<file path="src/rtl/bmram_pkg.sv">
package bmram_pkg;

  // Width of the shared lane-select bus.
  localparam int SEL_W = 4;

  // Lane width for a given data width: one lane for narrow words,
  // 9-bit lanes when each lane carries parity, else 8-bit lanes.
  function automatic int lane_width(input int dw);
    if (dw <= 9)
      return dw;
    else if ((dw % 9) == 0)
      return 9;
    else
      return 8;
  endfunction

  function automatic int lane_count(input int dw);
    return dw / lane_width(dw);
  endfunction

endpackage

</file>
<file path="src/rtl/bmram_rst_sync.sv">
module bmram_rst_sync #(
  parameter int STAGES = 2
) (
  input  logic clk,
  input  logic rst_n,
  output logic rst_n_sync
);

  logic [STAGES-1:0] sync_q;
  logic [STAGES-1:0] sync_d;

  always_comb begin
    sync_d = {sync_q[STAGES-2:0], 1'b1};
  end

  always_ff @(posedge clk or negedge rst_n) begin
    if (!rst_n)
      sync_q <= '0;
    else
      sync_q <= sync_d;
  end

  assign rst_n_sync = sync_q[STAGES-1];

endmodule

</file>
<file path="src/rtl/bmram_port_reg.sv">
module bmram_port_reg #(
  parameter int ADDR_W = 6,
  parameter int DATA_W = 18,
  parameter int LANES  = 2
) (
  input  logic              clk,
  input  logic              rst_n,
  input  logic              cap_en,
  input  logic              we_i,
  input  logic [ADDR_W-1:0] addr_i,
  input  logic [DATA_W-1:0] wdata_i,
  input  logic [LANES-1:0]  sel_i,
  output logic              we_o,
  output logic [ADDR_W-1:0] addr_o,
  output logic [DATA_W-1:0] wdata_o,
  output logic [LANES-1:0]  sel_o
);

  logic              we_d;
  logic [ADDR_W-1:0] addr_d;
  logic [DATA_W-1:0] wdata_d;
  logic [LANES-1:0]  sel_d;

  // Next-state: capture when enabled, otherwise hold.
  always_comb begin
    if (cap_en) begin
      we_d    = we_i;
      addr_d  = addr_i;
      wdata_d = wdata_i;
      sel_d   = sel_i;
    end else begin
      we_d    = we_o;
      addr_d  = addr_o;
      wdata_d = wdata_o;
      sel_d   = sel_o;
    end
  end

  always_ff @(posedge clk or negedge rst_n) begin
    if (!rst_n) begin
      we_o    <= 1'b0;
      addr_o  <= '0;
      wdata_o <= '0;
      sel_o   <= '0;
    end else begin
      we_o    <= we_d;
      addr_o  <= addr_d;
      wdata_o <= wdata_d;
      sel_o   <= sel_d;
    end
  end

endmodule

</file>
<file path="src/rtl/bmram_lane_mask.sv">
module bmram_lane_mask #(
  parameter int DATA_W = 18,
  parameter int LANES  = 2
) (
  input  logic [LANES-1:0]  sel,
  output logic [DATA_W-1:0] mask
);

  localparam int LANE_W = DATA_W / LANES;

  for (genvar l = 0; l < LANES; l++) begin : g_lane
    assign mask[l*LANE_W +: LANE_W] = {LANE_W{sel[l]}};
  end

endmodule

</file>
<file path="src/rtl/bmram_core.sv">
module bmram_core #(
  parameter int ADDR_W = 6,
  parameter int DATA_W = 18,
  parameter bit DUAL   = 1'b1
) (
  input  logic              clk,
  input  logic              rst_n,
  input  logic              wr_a,
  input  logic [ADDR_W-1:0] addr_a,
  input  logic [DATA_W-1:0] wdata_a,
  input  logic [DATA_W-1:0] mask_a,
  input  logic              wr_b,
  input  logic [ADDR_W-1:0] addr_b,
  input  logic [DATA_W-1:0] wdata_b,
  input  logic [DATA_W-1:0] mask_b,
  output logic [DATA_W-1:0] q_a,
  output logic [DATA_W-1:0] q_b
);

  localparam int DEPTH = 1 << ADDR_W;

  logic [DATA_W-1:0] mem [DEPTH];
  logic [DATA_W-1:0] rd_a;
  logic [DATA_W-1:0] q_a_d;

  // Array update: bitwise masked, no reset on storage.
  always_ff @(posedge clk) begin
    for (int i = 0; i < DATA_W; i++) begin
      if (wr_a && mask_a[i])
        mem[addr_a][i] <= wdata_a[i];
      if (wr_b && mask_b[i])
        mem[addr_b][i] <= wdata_b[i];
    end
  end

  // Port A output next-state: new data in enabled lanes on a write,
  // undefined in masked lanes, stored word otherwise.
  always_comb begin
    rd_a = mem[addr_a];
    for (int i = 0; i < DATA_W; i++)
      q_a_d[i] = wr_a ? (mask_a[i] ? wdata_a[i] : 1'bx) : rd_a[i];
  end

  always_ff @(posedge clk or negedge rst_n) begin
    if (!rst_n)
      q_a <= '0;
    else
      q_a <= q_a_d;
  end

  if (DUAL) begin : g_port_b
    logic [DATA_W-1:0] rd_b;
    logic [DATA_W-1:0] q_b_d;
    logic [DATA_W-1:0] q_b_r;

    always_comb begin
      rd_b = mem[addr_b];
      for (int i = 0; i < DATA_W; i++)
        q_b_d[i] = wr_b ? (mask_b[i] ? wdata_b[i] : 1'bx) : rd_b[i];
    end

    always_ff @(posedge clk or negedge rst_n) begin
      if (!rst_n)
        q_b_r <= '0;
      else
        q_b_r <= q_b_d;
    end

    assign q_b = q_b_r;
  end else begin : g_no_port_b
    assign q_b = '0;
  end

endmodule

</file>
<file path="src/rtl/bytemask_dpram.sv">
module bytemask_dpram
  import bmram_pkg::*;
#(
  parameter int DATA_W = 18,
  parameter int ADDR_W = 6,
  parameter bit DUAL   = 1'b1
) (
  input  logic              clk,
  input  logic              rst_n,
  input  logic [SEL_W-1:0]  wr_be,
  input  logic              a_we,
  input  logic [ADDR_W-1:0] a_addr,
  input  logic [DATA_W-1:0] a_wdata,
  output logic [DATA_W-1:0] a_rdata,
  input  logic              b_we,
  input  logic [ADDR_W-1:0] b_addr,
  input  logic [DATA_W-1:0] b_wdata,
  output logic [DATA_W-1:0] b_rdata
);

  localparam int LANES = lane_count(DATA_W);

  logic              core_rst_n;
  logic [LANES-1:0]  a_sel_in;
  logic [LANES-1:0]  b_sel_in;
  logic              b_cap_en;

  logic              a_we_q;
  logic [ADDR_W-1:0] a_addr_q;
  logic [DATA_W-1:0] a_wdata_q;
  logic [LANES-1:0]  a_sel_q;
  logic [DATA_W-1:0] a_mask;

  logic              b_we_q;
  logic [ADDR_W-1:0] b_addr_q;
  logic [DATA_W-1:0] b_wdata_q;
  logic [LANES-1:0]  b_sel_q;
  logic [DATA_W-1:0] b_mask;

  // Split of the shared select bus between the ports.
  if (DUAL) begin : g_dual_sel
    assign a_sel_in = wr_be[LANES-1:0];
    assign b_sel_in = wr_be[2 +: LANES];
    assign b_cap_en = 1'b1;
  end else begin : g_single_sel
    assign a_sel_in = wr_be[LANES-1:0];
    assign b_sel_in = '0;
    assign b_cap_en = 1'b0;
  end

  bmram_rst_sync #(.STAGES(2)) u_rst_sync (
    .clk        (clk),
    .rst_n      (rst_n),
    .rst_n_sync (core_rst_n)
  );

  bmram_port_reg #(.ADDR_W(ADDR_W), .DATA_W(DATA_W), .LANES(LANES)) u_reg_a (
    .clk     (clk),
    .rst_n   (core_rst_n),
    .cap_en  (1'b1),
    .we_i    (a_we),
    .addr_i  (a_addr),
    .wdata_i (a_wdata),
    .sel_i   (a_sel_in),
    .we_o    (a_we_q),
    .addr_o  (a_addr_q),
    .wdata_o (a_wdata_q),
    .sel_o   (a_sel_q)
  );

  bmram_port_reg #(.ADDR_W(ADDR_W), .DATA_W(DATA_W), .LANES(LANES)) u_reg_b (
    .clk     (clk),
    .rst_n   (core_rst_n),
    .cap_en  (b_cap_en),
    .we_i    (b_we),
    .addr_i  (b_addr),
    .wdata_i (b_wdata),
    .sel_i   (b_sel_in),
    .we_o    (b_we_q),
    .addr_o  (b_addr_q),
    .wdata_o (b_wdata_q),
    .sel_o   (b_sel_q)
  );

  bmram_lane_mask #(.DATA_W(DATA_W), .LANES(LANES)) u_mask_a (
    .sel  (a_sel_q),
    .mask (a_mask)
  );

  bmram_lane_mask #(.DATA_W(DATA_W), .LANES(LANES)) u_mask_b (
    .sel  (b_sel_q),
    .mask (b_mask)
  );

  bmram_core #(.ADDR_W(ADDR_W), .DATA_W(DATA_W), .DUAL(DUAL)) u_core (
    .clk     (clk),
    .rst_n   (core_rst_n),
    .wr_a    (a_we_q),
    .addr_a  (a_addr_q),
    .wdata_a (a_wdata_q),
    .mask_a  (a_mask),
    .wr_b    (b_we_q),
    .addr_b  (b_addr_q),
    .wdata_b (b_wdata_q),
    .mask_b  (b_mask),
    .q_a     (a_rdata),
    .q_b     (b_rdata)
  );

endmodule

</file>
<file path="config.mk">
export PLATFORM = sky130hd
export DESIGN_NAME = bytemask_dpram
export DESIGN_NICKNAME = d
export VERILOG_FILES = /design/src/rtl/bmram_pkg.sv /design/src/rtl/bmram_rst_sync.sv /design/src/rtl/bmram_port_reg.sv /design/src/rtl/bmram_lane_mask.sv /design/src/rtl/bmram_core.sv /design/src/rtl/bytemask_dpram.sv
export SDC_FILE = /design/constraint.sdc
export NUM_CORES = 2
export LEC_CHECK = 0
export BUFFER_PORTS_ARGS = -buffer_cell sky130_fd_sc_hd__buf_2
export CORE_ASPECT_RATIO = 1.75
export CORE_UTILIZATION = 45
export CTS_BUF_LIST = sky130_fd_sc_hd__clkbuf_2 sky130_fd_sc_hd__clkbuf_4 sky130_fd_sc_hd__clkbuf_8
export DETAILED_ROUTE_END_ITERATION = 10
export PLACE_DENSITY = 0.7
export SYNTH_ARGS = -nofsm -noshare
export SYNTH_HDL_FRONTEND = slang
export SYNTH_SLANG_ARGS = --single-unit
</file>
<file path="constraint.sdc">
create_clock -name clk -period 3.05 [get_ports clk]
set_clock_uncertainty 0.05 [all_clocks]
set_input_delay 0 -clock clk [delete_from_list [all_inputs] [get_ports clk]]
set_output_delay 0 -clock clk [all_outputs]
set_load 0.03 [all_outputs]
</file>
Word-level counts from Yosys, hierarchy flattened
Memory sizes are Yosys's and may differ from the RTL's.
Index checks and enable logic that the tools add are counted.

storage, ports and cells
  register bits = 92
  latch bits = 0
  memory bits (writable) = 1152
  memory bits (read-only) = 0
  input port bits = 56
  output and inout port bits = 36
  logic and storage cells = 96
  memories kept = 1

memory list
  memory      words  width  read ports  clocked after Yosys merged registers in  write ports  RTL line          RTL
  u_core.mem  64     18     2           0                                        2            bmram_core.sv:22  logic [DATA_W-1:0] mem [DEPTH];

cells by class
  add/subtract/negate cells = 0
  $mul = 0
  divide/modulo/power cells = 0
  order comparisons = 0
  equality and inequality tests = 0
  shifts and indexed selects = 0
  muxes and demuxes = 80
  bitwise gates (word level) = 0
  reduce and logical (&&, ||, !) cells = 4

operators with widths
  kind                 number
  $mux W1              80
  $logic_and A1 B1 Y1  4

Depth between registers and ports, before layout
  word-level depth = 3
  mapped depth = 11
  depth with buffers taken out = 6

Modules after synthesis
From an unflattened synthesis, not the netlist that was laid out.

second synthesis, totals
  cell total of the unflattened synthesis = 8499
  area, all modules = 85258.0 µm²

by module, submodules not included
  module           instances  cells an instance  area an instance (µm²)  seq. area each (µm²)
  bmram_core       1          8345               82718.1                 35494.0
  bmram_port_reg   2          57                 1106.1                  675.6
  bmram_lane_mask  2          18                 135.1                   0.0
  bmram_rst_sync   1          3                  53.8                    50.0
  bytemask_dpram   1          1                  3.8                     0.0

Worst setup path before layout
OpenSTA, ideal clock, no wires.

  kind = flip-flop to flip-flop
  from = register u_reg_a.addr_o[2]
  to = memory u_core.mem[0][0] (enable)
  setup time = 379 ps
  arrival = 2256 ps
  data required time = 2621 ps
  path slack = 366 ps
  cell stages (with the launch flop) = 9
  path buffers = 5
  period minus slack after synthesis = 2684 ps
  cells stage by stage = dfrtp_1 buf_2 inv_1 buf_2 buf_1 clkbuf_1 nand2_1 clkbuf_1 o22ai_1

RTL lines
  what                    RTL line              RTL
  from (decl)             bmram_port_reg.sv:14  output logic [ADDR_W-1:0] addr_o,
  from (signal assigned)  bmram_port_reg.sv:47  addr_o <= addr_d;
  to (decl)               bmram_core.sv:22

Final worst setup path
  from = register u_reg_a.addr_o[2]
  to = register u_core.q_a[3]

on the way
  longest elaborated chain between the ends = 2

RTL lines
  what                       RTL line          RTL
  $mem_v2 Z64 W18            -
  $mux W1                    bmram_core.sv:41  q_a_d[i] = wr_a ? (mask_a[i] ? wdata_a[i] : 1'bx) : rd_a[i];
  named net u_core.q_a_d[3]  bmram_core.sv:24  logic [DATA_W-1:0] q_a_d;
  to (signal assigned)       bmram_core.sv:48  q_a <= q_a_d;
  to (decl)                  bmram_core.sv:16  output logic [DATA_W-1:0] q_a,

The timed path passes the listed nets, and every way through them passes these cells.

==> impl_metrics.json <==
{
  "crit_top_cell": "buf_12",
  "whs_ns": 0.126,
  "p_sw_mw": 12.0,
  "drive_gt1_frac": 0.367,
  "maxCapViolCount": 0,
  "cp-startpoint": "u_reg_a.addr_o[2]",
  "row_count": 192,
  "slew_violations": 0,
  "ys.flop_type": "edfxtp_1",
  "grt_usage": 0.497,
  "dpl.hpwl_um": 286000,
  "crit_fanout": 19,
  "dieWidth_um": 303,
  "ys_top_cells_by_area": "edfxtp_1 49%, mux2_2 11%, mux4_2 5.5%, o21ai_0 4.8%, nand2_1 4.0%",
  "cpPeakStageDelay_ns": 0.56,
  "io_pins": 92,
  "setup_viol": 18,
  "gp_congestion": 1.10,
  "grt-ovfl-total": 0,
  "drt_first_pass_iters": 10,
  "period_share": 1.06,
  "fin_nets": 6858,
  "hold_viol_final": 0,
  "grt_pass1_wl_um": 534000,
  "ir_drop_uv": 477,
  "pwr-share-seq": 0.468,
  "outcome": "complete, but fails checks",
  "synth_common_cells": "1,152 x edfxtp_1, 758 x nand2_1, 722 x mux2_2",
  "cts_inserted_buffers": 200,
  "setup_ws_ns": -0.170,
  "ys_warn_count": 0,
  "start_kind": "flip-flop",
  "vias_per_cell": 7.21,
  "endpoint": "u_core.q_a[3]",
  "crit_path_top_delay_cell": "dfrtp_4",
  "worstPathRequired_ns": 3.82,
  "hp-class": "input port to flip-flop",
  "synth-async-reset-ratio": 0.0740,
  "start_util": 0.454,
  "die_h_um": 528,
  "powerDensity_nw_per_um2": 478,
  "stdcell_area_um2": 86300,
  "vias": 65037,
  "yosysTopAreaCell": "edfxtp_1",
  "design.core.area_um2": 157000,
  "pre_cts_slack_ns": -0.564,
  "rr_startpoint": "u_reg_a.addr_o[2]",
  "synth_area_um2": 71100,
  "io_buffer_count": 91,
  "synth.most_common_cell": "edfxtp_1",
  "die-area_um2": 160000,
  "end_kind": "flip-flop",
  "antenna_found_initial": 34,
  "place_area_um2": 80500,
  "violations": "setup timing",
  "yosys_register_bits": 1244,
  "grt_pass1_vias": 62621,
  "critPathKind": "flip-flop to flip-flop",
  "tritoncts": "built",
  "fin_tns_setup_ns": -0.998,
  "syn_area_per_cell_um2": 11.7,
  "r2r_slack_ns": -0.17,
  "max_slew_margin": 0.189,
  "ff2ff_path_depth": 8,
  "ant_nets": 0,
  "syn_to_final_growth_pct": 21.4,
  "drc_errors": 0,
  "crit_buf_inv": 3,
  "clk_pin_slew_worst_paths_ns": 0.06,
  "min_period_ns": 3.22,
  "htree_levels": 4,
  "wl_per_cell_um": 44.5,
  "syn_inst": 6060,
  "path_cells": "buf_12 > buf_12 > mux4_2 > a21oi_1 > nor2_1 > a211oi_1 > buf_4 > a32oi_1",
  "grt_max_degree": 66,
  "leakage_nw": 29.8,
  "wl_um": 401000,
  "clock_path_buffers": 4,
  "synth_edf_count": 1152,
  "pwr-share-clk": 0.376,
  "worstSkewPairLatency_ns": 1.01,
  "p_int_mw": 29.3,
  "critical_path_depth": 8,
  "clockRootBuffer": "clkbuf_8",
  "crit_arrival_ns": 3.98,
  "worst_pin_slew_ns": 1.20,
  "cts.sinks": 1244,
  "syn-num-nets": 6116,
  "comb_power_share": 0.155,
  "power_mw": 41.3,
  "first_iter_violations": 9623,
  "netlist-cell-type-count": 76,
  "fmax_ghz": 0.311,
  "ys_seq_area_frac": 0.519,
  "synth_top_area_share": 0.486,
  "switching_share": 0.290,
  "rr_endpoint": "u_core.q_a[3]",
  "critPathTopFamily": "compound AO/OA/AOI/OAI gates"
}
layout by cell type (no fill, tap or decap), types with 26 or more instances in the layout:
cell type / netlist / routed
edfxtp_1: 1152 / 1152
nand2_1: 758 / 757
o21ai_0: 684 / 674
dlygate4sd3_1: 0 / 111
clkinv_1: 0 / 30
buf_2: 220 / 91
mux2i_1: 277 / 273
clkbuf_8: 0 / 219
mux2_2: 722 / 722
a221oi_1: 243 / 233
nand3_1: 34 / 34
clkbuf_4: 0 / 66
o22ai_1: 226 / 226
a31oi_1: 27 / 26
buf_12: 0 / 120
nor2_1: 244 / 236
a22oi_1: 165 / 162
a22o_1: 33 / 33
a21oi_1: 122 / 119
mux4_2: 174 / 174
a221o_1: 28 / 28
clkinv_2: 0 / 34
diode_2: 0 / 26
buf_4: 36 / 955
dfrtp_1: 92 / 57
repair_timing:
item | 4_1_cts | 5_1_grt
endpoints found under the setup margin | 41 | 90
resized for setup | 28 | 35
hold buffers | 111 | 0
cloned | 1 | 1
endpoints found under the hold margin | 56 | 0
setup buffers | 14 | 19
pin swaps | 2 | 4
how the worst min path moves through the flow:
stage / endpoint / depth (start not counted) / from
floorplan: u_rst_sync.sync_q[0] / 0 / rst_n
detailed placement: u_rst_sync.sync_q[0] / 1 / rst_n
global route: u_reg_a.wdata_o[6] / 3 / a_wdata[6]
finish: u_reg_a.wdata_o[7] / 3 / a_wdata[7]
global placement: u_rst_sync.sync_q[0] / 1 / rst_n
CTS: u_reg_a.wdata_o[8] / 3 / a_wdata[8]
through the flow:
step                std cells  utilization
detailed placement       8491        0.514
CTS                      8970        0.549
global route             8993        0.551
global placement         8491        0.514
floorplan                6060            -
finish                   9016        0.551
cell type report:
cell class	instances	area (um2)
repair buffers	1289	11400
clock inverters	69	556
fillers	13386	70300
multi-input cells	4044	31200
flip-flops and latches	1244	37000
diodes	26	65.1
clock buffers	284	3500
inverters	23	98.8
well taps	2037	2550
flip-flops by register name, summed over array words and instances (netlist names):
| name | count |
|---|---|
| u_reg_a.sel_o | 2 |
| u_reg_a.wdata_o | 18 |
| u_reg_b.sel_o | 2 |
| u_core.mem | 1152 |
| u_core.q_b | 18 |
| u_reg_a.addr_o | 6 |
| u_reg_b.wdata_o | 18 |
| u_rst_sync.sync_q | 2 |
| u_core.q_a | 18 |
| u_reg_b.addr_o | 6 |
| u_reg_a.we_o | 1 |
| u_reg_b.we_o | 1 |
kinds of logic after synthesis:
| family | after synthesis | share of synthesized area |
|---|---|---|
| other | 1 | 0.0000527 |
| multiplexers | 1180 | 0.211 |
| buffers and inverters | 772 | 0.0478 |
| AND/OR/NAND/NOR | 1160 | 0.0671 |
| AO/OA/AOI/OAI | 1703 | 0.156 |
| flip-flops | 1244 | 0.519 |
tightest hold or removal path: stages:
cell and delay [ns]:
dlygate4sd3_1 0.51, buf_2 0.09, dlygate4sd3_1 0.53
per-layer routing:
layer	part of all wire	routed length, um	GRT usage	vias to the layer above
li1	-	-	-	25023
met1	0.31	123000	0.516	31845
met2	0.45	179000	0.766	5891
met3	0.11	42700	0.140	2264
met4	0.14	56900	0.548	14
met5	0.00028	111	0	-
power by group through the flow:
stage               combinational, mW  clock, mW  sequential [mW]
finish                           6.41       15.5             19.3
global route                     6.35       16.0             19.3
CTS                              5.97       15.5             19.3
detailed placement               5.78          0             19.7
global placement                 5.73          0             19.7
floorplan                        2.75          0             19.4
Note: power is estimated with default switching activity, not from simulation.
